**src/rtl/arx_perm_pkg.sv**
```systemverilog
package arx_perm_pkg;
   localparam int unsigned NUM_WORDS    = 16;
   localparam int unsigned ROW_LEN      = 4;
   localparam int unsigned SIGMA_PERIOD = 10;
   localparam int unsigned SIGMA_W      = 4;

   function automatic int unsigned rounds_for(input int unsigned w);
      return (w == 64) ? 16 : 14;
   endfunction

   // stage 0..3 -> first d rotate, first b rotate, second d rotate, second b rotate
   function automatic int unsigned rot_amt(input int unsigned w, input int unsigned stage);
      int unsigned r;
      case (stage)
         0:       r = (w == 64) ? 32 : 16;
         1:       r = (w == 64) ? 25 : 12;
         2:       r = (w == 64) ? 16 : 8;
         default: r = (w == 64) ? 11 : 7;
      endcase
      return r;
   endfunction
endpackage

```
**src/rtl/arx_gmix.sv**
```systemverilog
module arx_gmix #(
   parameter int unsigned W  = 32,
   parameter int unsigned RA = 16,
   parameter int unsigned RB = 12,
   parameter int unsigned RC = 8,
   parameter int unsigned RD = 7
) (
   input  logic [W-1:0] a_i,
   input  logic [W-1:0] b_i,
   input  logic [W-1:0] c_i,
   input  logic [W-1:0] d_i,
   input  logic [W-1:0] k0_i,
   input  logic [W-1:0] k1_i,
   output logic [W-1:0] a_o,
   output logic [W-1:0] b_o,
   output logic [W-1:0] c_o,
   output logic [W-1:0] d_o
);
   if (RA == 0 || RA >= W || RB == 0 || RB >= W ||
       RC == 0 || RC >= W || RD == 0 || RD >= W) begin : g_bad_rot
      $error("arx_gmix: rotate amounts must lie in 1..W-1");
   end

   function automatic logic [W-1:0] rotr(input logic [W-1:0] x, input int unsigned n);
      return (x >> n) | (x << (W - n));
   endfunction

   logic [W-1:0] a1, b1, c1, d1;
   logic [W-1:0] a2, b2, c2, d2;

   // first half: key word k0, rotates RA then RB
   assign a1 = a_i + b_i + k0_i;
   assign d1 = rotr(d_i ^ a1, RA);
   assign c1 = c_i + d1;
   assign b1 = rotr(b_i ^ c1, RB);
   // second half: key word k1, rotates RC then RD
   assign a2 = a1 + b1 + k1_i;
   assign d2 = rotr(d1 ^ a2, RC);
   assign c2 = c1 + d2;
   assign b2 = rotr(b1 ^ c2, RD);

   assign a_o = a2;
   assign b_o = b2;
   assign c_o = c2;
   assign d_o = d2;
endmodule

```
**src/rtl/arx_row_rot.sv**
```systemverilog
module arx_row_rot
   import arx_perm_pkg::*;
#(
   parameter int unsigned W        = 32,
   parameter bit          DIR_LEFT = 1'b1
) (
   input  logic [NUM_WORDS*W-1:0] st_i,
   output logic [NUM_WORDS*W-1:0] st_o
);
   // row r is shifted by r word positions; left: out[c] = in[(c+r)%4]
   for (genvar r = 0; r < ROW_LEN; r++) begin : g_row
      for (genvar c = 0; c < ROW_LEN; c++) begin : g_col
         localparam int unsigned SRC = DIR_LEFT ? ((c + r) % ROW_LEN)
                                                : ((c + ROW_LEN - r) % ROW_LEN);
         assign st_o[(r*ROW_LEN + c)*W +: W] = st_i[(r*ROW_LEN + SRC)*W +: W];
      end
   end
endmodule

```
**src/rtl/arx_col_step.sv**
```systemverilog
module arx_col_step
   import arx_perm_pkg::*;
#(
   parameter int unsigned W = 32
) (
   input  logic [NUM_WORDS*W-1:0]   st_i,
   input  logic [NUM_WORDS/2*W-1:0] key_i,
   output logic [NUM_WORDS*W-1:0]   st_o
);
   localparam int unsigned RA = rot_amt(W, 0);
   localparam int unsigned RB = rot_amt(W, 1);
   localparam int unsigned RC = rot_amt(W, 2);
   localparam int unsigned RD = rot_amt(W, 3);

   for (genvar j = 0; j < ROW_LEN; j++) begin : g_mix
      arx_gmix #(.W(W), .RA(RA), .RB(RB), .RC(RC), .RD(RD)) mix_i (
         .a_i  (st_i[(0*ROW_LEN + j)*W +: W]),
         .b_i  (st_i[(1*ROW_LEN + j)*W +: W]),
         .c_i  (st_i[(2*ROW_LEN + j)*W +: W]),
         .d_i  (st_i[(3*ROW_LEN + j)*W +: W]),
         .k0_i (key_i[(2*j)*W +: W]),
         .k1_i (key_i[(2*j + 1)*W +: W]),
         .a_o  (st_o[(0*ROW_LEN + j)*W +: W]),
         .b_o  (st_o[(1*ROW_LEN + j)*W +: W]),
         .c_o  (st_o[(2*ROW_LEN + j)*W +: W]),
         .d_o  (st_o[(3*ROW_LEN + j)*W +: W])
      );
   end
endmodule

```
**src/rtl/arx_round_dp.sv**
```systemverilog
module arx_round_dp
   import arx_perm_pkg::*;
#(
   parameter int unsigned W = 32
) (
   input  logic [NUM_WORDS*W-1:0] st_i,
   input  logic [NUM_WORDS*W-1:0] key_i,
   input  logic                   diag_i,
   output logic [NUM_WORDS*W-1:0] st_o
);
   localparam int unsigned HALF_BITS = NUM_WORDS / 2 * W;

   logic [NUM_WORDS*W-1:0] st_rot, mix_in, mix_out, st_unrot;
   logic [HALF_BITS-1:0]   key_sel;

   arx_row_rot #(.W(W), .DIR_LEFT(1'b1)) rot_l_i (.st_i(st_i), .st_o(st_rot));

   assign mix_in  = diag_i ? st_rot : st_i;
   assign key_sel = diag_i ? key_i[NUM_WORDS*W-1:HALF_BITS] : key_i[HALF_BITS-1:0];

   arx_col_step #(.W(W)) col_i (.st_i(mix_in), .key_i(key_sel), .st_o(mix_out));

   arx_row_rot #(.W(W), .DIR_LEFT(1'b0)) rot_r_i (.st_i(mix_out), .st_o(st_unrot));

   assign st_o = diag_i ? st_unrot : mix_out;
endmodule

```
**src/rtl/arx_perm_ctrl.sv**
```systemverilog
module arx_perm_ctrl
   import arx_perm_pkg::*;
#(
   parameter int unsigned NUM_ROUNDS = 14
) (
   input  logic               clk,
   input  logic               rst,
   input  logic               start_valid_i,
   output logic               start_ready_o,
   output logic               load_o,
   output logic               step_o,
   output logic               phase_o,
   output logic [SIGMA_W-1:0] sigma_o,
   output logic               busy_o,
   output logic               done_o
);
   localparam int unsigned RND_W = (NUM_ROUNDS > 2) ? $clog2(NUM_ROUNDS) : 1;

   if (NUM_ROUNDS < 1) begin : g_bad_rounds
      $error("arx_perm_ctrl: NUM_ROUNDS must be at least 1");
   end

   logic               busy_q, done_q, phase_q;
   logic [RND_W-1:0]   rnd_q;
   logic [SIGMA_W-1:0] sig_q;
   logic               accept, last_round, sig_wrap;

   assign accept     = start_valid_i && !busy_q;
   assign last_round = (rnd_q == RND_W'(NUM_ROUNDS - 1));
   assign sig_wrap   = (sig_q == SIGMA_W'(SIGMA_PERIOD - 1));

   always_ff @(posedge clk) begin
      if (rst) begin
         busy_q  <= 1'b0;
         done_q  <= 1'b0;
         phase_q <= 1'b0;
         rnd_q   <= '0;
         sig_q   <= '0;
      end else begin
         done_q <= 1'b0;
         if (accept) begin
            busy_q  <= 1'b1;
            phase_q <= 1'b0;
            rnd_q   <= '0;
            sig_q   <= '0;
         end else if (busy_q) begin
            if (!phase_q) begin
               phase_q <= 1'b1;
            end else begin
               phase_q <= 1'b0;
               sig_q   <= sig_wrap ? '0 : sig_q + 1'b1;
               if (last_round) begin
                  busy_q <= 1'b0;
                  done_q <= 1'b1;
                  rnd_q  <= '0;
               end else begin
                  rnd_q <= rnd_q + 1'b1;
               end
            end
         end
      end
   end

   assign start_ready_o = !busy_q;
   assign load_o        = accept;
   assign step_o        = busy_q;
   assign phase_o       = phase_q;
   assign sigma_o       = sig_q;
   assign busy_o        = busy_q;
   assign done_o        = done_q;
endmodule

```
**src/rtl/arx_perm_core.sv**
```systemverilog
module arx_perm_core
   import arx_perm_pkg::*;
#(
   parameter int unsigned WORD_W = 32
) (
   input  logic                        clk,
   input  logic                        rst,
   input  logic                        start_valid,
   output logic                        start_ready,
   input  logic [NUM_WORDS*WORD_W-1:0] state_in,
   input  logic [NUM_WORDS*WORD_W-1:0] key_in,
   output logic [SIGMA_W-1:0]          key_round,
   output logic                        key_phase,
   output logic                        busy,
   output logic                        done,
   output logic [NUM_WORDS*WORD_W-1:0] state_out
);
   localparam int unsigned NUM_ROUNDS = rounds_for(WORD_W);
   localparam int unsigned ST_BITS    = NUM_WORDS * WORD_W;

   if (!(WORD_W == 32 || WORD_W == 64)) begin : g_bad_width
      $error("arx_perm_core: WORD_W must be 32 or 64");
   end

   logic               load, step, phase;
   logic [ST_BITS-1:0] st_q, st_next;

   arx_perm_ctrl #(.NUM_ROUNDS(NUM_ROUNDS)) ctrl_i (
      .clk           (clk),
      .rst           (rst),
      .start_valid_i (start_valid),
      .start_ready_o (start_ready),
      .load_o        (load),
      .step_o        (step),
      .phase_o       (phase),
      .sigma_o       (key_round),
      .busy_o        (busy),
      .done_o        (done)
   );

   arx_round_dp #(.W(WORD_W)) dp_i (
      .st_i   (st_q),
      .key_i  (key_in),
      .diag_i (phase),
      .st_o   (st_next)
   );

   always_ff @(posedge clk) begin
      if (rst)       st_q <= '0;
      else if (load) st_q <= state_in;
      else if (step) st_q <= st_next;
   end

   assign key_phase = phase;
   assign state_out = st_q;
endmodule

```
**config.mk**
```make
export PLATFORM = sky130hd
export DESIGN_NAME = arx_perm_core
export DESIGN_NICKNAME = d
export VERILOG_FILES = /design/src/rtl/arx_perm_pkg.sv /design/src/rtl/arx_gmix.sv /design/src/rtl/arx_row_rot.sv /design/src/rtl/arx_col_step.sv /design/src/rtl/arx_round_dp.sv /design/src/rtl/arx_perm_ctrl.sv /design/src/rtl/arx_perm_core.sv
export SDC_FILE = /design/constraint.sdc
export NUM_CORES = 2
export LEC_CHECK = 0
export ABC_CLOCK_PERIOD_IN_PS = 42300
export BUFFER_PORTS_ARGS = -buffer_cell sky130_fd_sc_hd__clkbuf_2
export CORE_AREA = 2 2 596 598
export DETAILED_ROUTE_END_ITERATION = 7
export DIE_AREA = 0 0 598 600
export PLACE_DENSITY = 0.47
export SYNTH_ARGS = -nofsm -noshare
export SYNTH_HDL_FRONTEND = slang
export SYNTH_SLANG_ARGS = --single-unit
```
**constraint.sdc**
```tcl
create_clock -name clk -period 42.3 [get_ports clk]
set_clock_uncertainty 0.15 [all_clocks]
set_input_delay 4.23 -clock clk [delete_from_list [all_inputs] [get_ports clk]]
set_output_delay 4.23 -clock clk [all_outputs]
set_load 0.02 [all_outputs]
```
Yosys cells after proc, flatten, opt, wreduce, memory -nomap -nowiden
Index checks and enable logic that the tools add are counted.
{"block": "totals", "reg_bits": 523, "output_inout_bits": 520, "elab_cells": 87}
{"block": "classes", "n_addsub": 26, "n_eq_ne": 2, "n_mux": 13, "n_bitwise": 34, "n_reduce_logical": 6}
{"operator": "2-to-1 mux 512 bit", "count": 4}
{"operator": "adder 32 bit", "count": 24}
{"operator": "XOR 32 bit", "count": 16}
{"operator": "2-to-1 mux 256 bit", "count": 1}
{"operator": "OR 16 x 32 -> 32 bit", "count": 4}
{"operator": "OR 20 x 32 -> 32 bit", "count": 4}
{"operator": "OR 24 x 32 -> 32 bit", "count": 4}
{"operator": "OR 25 x 32 -> 32 bit", "count": 4}
{"operator": "adder 4 x 1 -> 4 bit, second input constant", "count": 2}
{"operator": "== test 4 bit, second input constant", "count": 2}
{"operator": "2-to-1 mux 4 bit", "count": 2}
{"operator": "2-to-1 mux 1 bit", "count": 6}
{"operator": "OR reduction 4 bit", "count": 1}
{"operator": "inverter 1 bit", "count": 2}
{"operator": "AND reduction 2 bit", "count": 1}
{"operator": "nonzero test 2 bit", "count": 1}
{"operator": "OR reduction 2 bit", "count": 1}
{"operator": "logical AND 1 bit", "count": 1}
{"operator": "logical NOT 1 bit", "count": 1}

Depth between registers and ports, before layout
{"block": "logic_depth", "depth_word": 18, "mapped_depth": 74}

Hierarchy
Synthesis repeated with hierarchy kept, for this count alone.
{"block": "hier_totals", "cells_unflattened": 9306, "area_unflattened_um2": 86526.7}
{"mod": "arx_perm_core", "n_inst": 1, "cells_each": 2276, "area_per_inst_um2": 25569.5, "seq_area_each_um2": 10249.8}
{"mod": "arx_round_dp", "n_inst": 1, "cells_each": 1422, "area_per_inst_um2": 15952.8, "seq_area_each_um2": 0.0}
{"mod": "arx_gmix at dp_i.col_i.g_mix[3].mix_i", "n_inst": 1, "cells_each": 1180, "area_per_inst_um2": 9646.8, "seq_area_each_um2": 0.0}
{"mod": "arx_gmix at dp_i.col_i.g_mix[1].mix_i", "n_inst": 1, "cells_each": 1138, "area_per_inst_um2": 9248.9, "seq_area_each_um2": 0.0}
{"mod": "arx_gmix at dp_i.col_i.g_mix[0].mix_i", "n_inst": 1, "cells_each": 1133, "area_per_inst_um2": 9187.6, "seq_area_each_um2": 0.0}
{"mod": "arx_gmix at dp_i.col_i.g_mix[2].mix_i", "n_inst": 1, "cells_each": 1079, "area_per_inst_um2": 8743.4, "seq_area_each_um2": 0.0}
{"mod": "arx_row_rot", "n_inst": 2, "cells_each": 512, "area_per_inst_um2": 3843.7, "seq_area_each_um2": 0.0}
{"mod": "arx_perm_ctrl", "n_inst": 1, "cells_each": 54, "area_per_inst_um2": 490.5, "seq_area_each_um2": 220.2}

Worst setup path after synthesis
OpenSTA, ideal clock, no wires.
{"block": "synth_path", "path_type": "input port to flip-flop", "from": "input port key_in[385]", "to": "register st_q[248] (netlist: state_out[248])", "setup_time_ns": 0.122, "arrival_time_ns": 15.921, "required_ns": 42.028, "slack_ns": 26.108, "stages": 55, "path_buffers": 0, "path_cell_list": "mux2_2 -> fa_1 -> ha_1 -> fa_1 -> a21o_1 -> a221oi_2 -> a211oi_2 -> a21oi_2 -> nor2b_1 -> o21a_1 -> o21ai_0 -> nand2b_1 -> a21oi_1 -> xnor2_1 -> xor2_1 -> inv_1 -> ha_1 -> a21o_1 -> [19 not listed] -> a21oi_1 -> a41oi_1 -> o31a_1 -> o21ai_0 -> a31oi_1 -> xnor2_1 -> xnor3_1 -> xnor2_1 -> ha_1 -> and3_1 -> a221oi_1 -> a21boi_0 -> or3b_2 -> a21oi_1 -> o21bai_1 -> xnor3_1 -> xor2_1 -> a221o_1"}
{"block": "synth_via", "elab_chain_len": 17}
{"element": "start, declared", "line_no": "arx_perm_core.sv:11", "text": "input logic [NUM_WORDS*WORD_W-1:0] key_in,"}
{"element": "2-to-1 mux 256 bit (*)", "line_no": "arx_round_dp.sv:19", "text": "assign key_sel = diag_i ? key_i[NUM_WORDS*W-1:HALF_BITS] : key_i[HALF_BITS-1:0];"}
{"element": "adder 32 bit (*)", "line_no": "arx_gmix.sv:32", "text": "assign a1 = a_i + b_i + k0_i;"}
{"element": "XOR 32 bit", "line_no": "arx_gmix.sv:33", "text": "assign d1 = rotr(d_i ^ a1, RA);"}
{"element": "OR 16 x 32 -> 32 bit", "line_no": "arx_gmix.sv:25", "text": "return (x >> n) | (x << (W - n));"}
{"element": "adder 32 bit", "line_no": "arx_gmix.sv:34", "text": "assign c1 = c_i + d1;"}
{"element": "XOR 32 bit", "line_no": "arx_gmix.sv:35", "text": "assign b1 = rotr(b_i ^ c1, RB);"}
{"element": "OR 20 x 32 -> 32 bit", "line_no": "arx_gmix.sv:25"}
{"element": "adder 32 bit (2 in a row)", "line_no": "arx_gmix.sv:37", "text": "assign a2 = a1 + b1 + k1_i;"}
{"element": "XOR 32 bit", "line_no": "arx_gmix.sv:38", "text": "assign d2 = rotr(d1 ^ a2, RC);"}
{"element": "OR 24 x 32 -> 32 bit", "line_no": "arx_gmix.sv:25"}
{"element": "adder 32 bit", "line_no": "arx_gmix.sv:39", "text": "assign c2 = c1 + d2;"}
{"element": "XOR 32 bit (*)", "line_no": "arx_gmix.sv:40", "text": "assign b2 = rotr(b1 ^ c2, RD);"}
{"element": "OR 25 x 32 -> 32 bit (*)", "line_no": "arx_gmix.sv:25"}
{"element": "2-to-1 mux 512 bit (*)", "line_no": "arx_round_dp.sv:25", "text": "assign st_o = diag_i ? st_unrot : mix_out;"}
{"element": "2-to-1 mux 512 bit (*)", "line_no": "arx_perm_core.sv:51", "text": "else if (step) st_q <= st_next;"}
{"element": "2-to-1 mux 512 bit (*)", "line_no": "arx_perm_core.sv:50", "text": "else if (load) st_q <= state_in;"}
{"element": "end signal, assigned", "line_no": "arx_perm_core.sv:50"}
{"element": "end signal, assigned", "line_no": "arx_perm_core.sv:51"}
{"element": "end, declared", "line_no": "arx_perm_core.sv:26", "text": "logic [ST_BITS-1:0] st_q, st_next;"}
Mark *: on every way between the ends. The rest lies on a longest branch, timed or not. The select of a mux whose other input is x is not followed.
A chain may end at the register's enable or synchronous reset.

Final worst setup path
{"block": "layout_path", "from": "register ctrl_i.phase_q (netlist: ctrl_i.phase_o)", "to": "register st_q[152] (netlist: state_out[152])"}
{"block": "layout_via", "elab_chain_len": 18, "elab_cells_between_ends": 33}
{"element": "start, declared", "line_no": "arx_perm_ctrl.sv:23", "text": "logic busy_q, done_q, phase_q;"}
{"element": "start signal, assigned", "line_no": "arx_perm_ctrl.sv:36", "text": "phase_q <= 1'b0;"}
{"element": "start signal, assigned", "line_no": "arx_perm_ctrl.sv:43", "text": "phase_q <= 1'b0;"}
{"element": "start signal, assigned", "line_no": "arx_perm_ctrl.sv:48", "text": "phase_q <= 1'b1;"}
{"element": "2-to-1 mux 512 bit", "line_no": "arx_round_dp.sv:18", "text": "assign mix_in = diag_i ? st_rot : st_i;"}
{"element": "adder 32 bit (2 in a row)", "line_no": "arx_gmix.sv:32"}
{"element": "XOR 32 bit", "line_no": "arx_gmix.sv:33"}
{"element": "OR 16 x 32 -> 32 bit", "line_no": "arx_gmix.sv:25"}
{"element": "adder 32 bit", "line_no": "arx_gmix.sv:34"}
{"element": "XOR 32 bit", "line_no": "arx_gmix.sv:35"}
{"element": "OR 20 x 32 -> 32 bit", "line_no": "arx_gmix.sv:25"}
{"element": "adder 32 bit (2 in a row)", "line_no": "arx_gmix.sv:37"}
{"element": "XOR 32 bit", "line_no": "arx_gmix.sv:38"}
{"element": "OR 24 x 32 -> 32 bit", "line_no": "arx_gmix.sv:25"}
{"element": "adder 32 bit", "line_no": "arx_gmix.sv:39"}
{"element": "XOR 32 bit", "line_no": "arx_gmix.sv:40"}
{"element": "OR 25 x 32 -> 32 bit", "line_no": "arx_gmix.sv:25"}
{"element": "2-to-1 mux 512 bit (*)", "line_no": "arx_round_dp.sv:25"}
{"element": "2-to-1 mux 512 bit (*)", "line_no": "arx_perm_core.sv:51"}
{"element": "2-to-1 mux 512 bit (*)", "line_no": "arx_perm_core.sv:50"}
Marks and branches as above.

==> summary.md <==
| Metric | Value |
|---|---|
| Netlist Area Pre-Place | 0.07073 mm² |
| Crit path largest cell delay | 1040 ps |
| Critical path fanouts, max | 56 |
| CTS tree | done |
| Layout cells sized above 1 | 26.16% |
| Die extent in x | 598 µm |
| Final count of negative-setup-slack endpoints | 0 |
| Reg-to-Reg End | state_out[152]$_SDFFE_PP0P_ |
| Final Hold Viols | 0 |
| Core area | 0.3519 mm² |
| Hold path depth | 2 |
| Data arrival, critical path | between 20000 and 25000 ps |
| DRC errors left | 0 |
| Die H | 600 µm |
| Post-route antenna net violation count | 0 |
| Max-cap violations | 7 |
| Fin util | around a quarter |
| Final min period | 20320 ps |
| Sequential fraction of the synthesis area | 14.80% |
| Worst-path clk slew | 60 ps |
| Starting density of the core | about a fifth |
| Clk sink count | 523 |
| Min-delay src | ctrl_i.rnd_q[2]$_SDFFE_PP0P_ |
| Async SR Flop Fraction | 0% |
| Avg Cell Area, Syn | between 8 and 9 µm² |
| First-pass GRT wire length | 853100 µm |
| WHS | 352.5 ps |
| Failing checks | max-capacitance violations, max-slew violations |
| Synth Warn # | 0 |
| Total number of vias | 79.75k |
| Hold Crit Class | reg2reg |
| Wire per inst | 47.57 µm |
| Fin nets | 11.49k |
| Final Cycle Share | 48.03% |
| HPWL after DPL | 613700 µm |
| Final wirelength | 694900 µm |
| CP max stage cell | xor2_1 |
| Reg2Reg Launch Point | ctrl_i.phase_o$_SDFFE_PP0P_ |
| Synth area leaders | dfxtp_1 (15%), ha_1 (8.4%), mux2i_1 (8.4%) |
| Resized cells post-CTS | 0 |
| Flop2flop setup slack | between 20000 and 25000 ps |
| Maximum clock path buffer count | 4 |
| RSZ-0062 raised after global routing | no |
| Crit Path Category | reg2reg |
| Ys flop type | dfxtp_1 |
| Clk Latency, worst-skew pair | 910 ps |
| Die area | 0.3588 mm² |
| Iter 0 DRT Violations | 10.45k |
| Largest net degree at the start of global routing | 168 |
| Post-synth EDFFs | 0 |
| R2R cell count | 60 |
| Slew Limit Fails | 13 |
| Root Buffer | clkbuf_16 |
| GPL Wtd Cong | 1.082 |
| Gate Count Post-Synth | 8323 |
| Status | complete, but fails checks |
| Synth area leader | dfxtp_1 |
| Layout area overhead | 24.16% |
| All-Layer GR Usage | 37.18% |
| DP Cell Count | 14.26k |
| Finished Layout Cells | 14.61k |
| Yosys cell types | around 120 |
| Syn nets | 10.09k |
| Worst slew pin tran | approximately 1600 ps |
| Num CTS Buffers | 86 |
| CP Capture Type | register |
| Antenna violations before repair | 385 |
| Required time worst endpoint | 42920 ps |
| Setup crit start kind | register |
| Setup Buffers After CTS | 0 |
| Drt pass-1 iters | 8 |
| Slew headroom | -8.370% |
| Gr ovfl total | 0 |
| Top-area cell type share of the netlist area | 14.80% |
| Post-CTS Hold Fix Bufs | 0 |
| H-tree level count | 3 |
| PortBufs | 1546 |
| Top-count cell post-synth | xnor2_1 |
| Endpoint, Worst Hold | ctrl_i.rnd_q[2]$_SDFFE_PP0P_ |
| Most common library cells after synthesis | xnor2_1 (621), mux2i_1 (594), nor2_1 (587) |
| Most common cell on crit path | o21ai_0 |
| Vias in the first global route | 73.67k |
| Fmax | roughly 49 MHz |
| Num rows | 218 |
| Vias per inst | 5.460 |
| Flops & latches, synth | 523 |
| Setup TNS | 0 ps |
| IO Pins | 1547 |
-- flip-flops by register name (all words and copies together), names as in the netlist --
name	cells
ctrl_i.phase_o	1
ctrl_i.sigma_o	4
ctrl_i.busy_o	1
ctrl_i.rnd_q	4
state_out	512
ctrl_i.done_o	1
-- cell type report --
type / count / area [µm²]
multi-input combinational: 7019 / 57490
antenna: 201 / 503.0
sequential: 523 / 10480
clock inverter: 32 / 425.4
timing repair buffer: 1771 / 9497
inverter: 324 / 1231
clock buffer: 118 / 2412
tap: 4620 / 5781
fill: 39134 / 264000
-- worst max-delay path by stage --
stage                                     start                          end  slack, ps  depth (start not counted)
floorplan                           key_in[385]  state_out[248]$_SDFFE_PP0P_      26110                         55
global placement                    key_in[268]  state_out[152]$_SDFFE_PP0P_      21480                         55
detailed placement                  key_in[268]  state_out[152]$_SDFFE_PP0P_      21660                         54
CTS                 ctrl_i.phase_o$_SDFFE_PP0P_  state_out[152]$_SDFFE_PP0P_      22410                         57
global route        ctrl_i.phase_o$_SDFFE_PP0P_  state_out[152]$_SDFFE_PP0P_      21380                         57
finish              ctrl_i.phase_o$_SDFFE_PP0P_  state_out[152]$_SDFFE_PP0P_      21980                         60
-- logic make-up after synthesis --
| kind of cell | Yosys count | synth area share [%] |
|---|---|---|
| multiplexers | 1083 | 16.20 |
| flip-flops | 523 | 14.80 |
| AO/OA/AOI/OAI | 2281 | 21.94 |
| buffers and inverters | 781 | 4.297 |
| adder cells (fa/ha/maj) | 742 | 15.92 |
| AND/OR/NAND/NOR | 1849 | 12.64 |
| XOR/XNOR | 1064 | 14.19 |
-- placed cells by master (no fill, tap or decap), types with 209 or more instances in the layout --
cell / netlist / routed
clkbuf_2: 2 / 1544
xnor2_1: 621 / 610
nor2_1: 587 / 584
mux2i_1: 594 / 578
a21oi_1: 559 / 559
a211oi_1: 547 / 547
dfxtp_1: 523 / 521
mux2_2: 486 / 486
ha_1: 476 / 476
nand2_1: 427 / 426
xor2_1: 386 / 372
o21ai_0: 326 / 325
inv_1: 324 / 321
nor2b_1: 271 / 271
fa_1: 264 / 264
buf_4: 0 / 221
a21o_1: 209 / 209
-- layer usage --
metal | global-route usage [%] | part of all wire (%) | wire (µm) | vias to the layer above
met5 | 0 | 0.10 | 724 | -
met4 | 28.92 | 9.1 | 63190 | 106
met3 | 12.80 | 11 | 73770 | 1451
met2 | 55.47 | 42 | 294000 | 5189
met1 | 43.53 | 38 | 263300 | 39751
li1 | - | - | - | 33256
-- critical path, delay by kind of cell, from the launching register on --
| kind | cells | cell delay [ps] |
|---|---|---|
| AOI/OAI and AO/OA | 26 | 6360 |
| xor gates and xnor gates | 6 | 3340 |
| adders and majority gates | 7 | 2780 |
| buffers and inverters | 6 | 2740 |
| DFF | 1 | 710 |
| muxes | 2 | 750 |
| and+or+nand+nor | 13 | 3220 |
-- metrics by stage --
step	worst slack [ps]	cell area [µm²]
floorplan	26110	70730
global placement	21480	84450
finish	21980	87810
global route	21380	87630
detailed placement	21660	84450
CTS	22410	87290
Power is left out: the tool's default activity adds up to more than one toggle a clock period on the data nets, which glitch-free logic cannot reach.
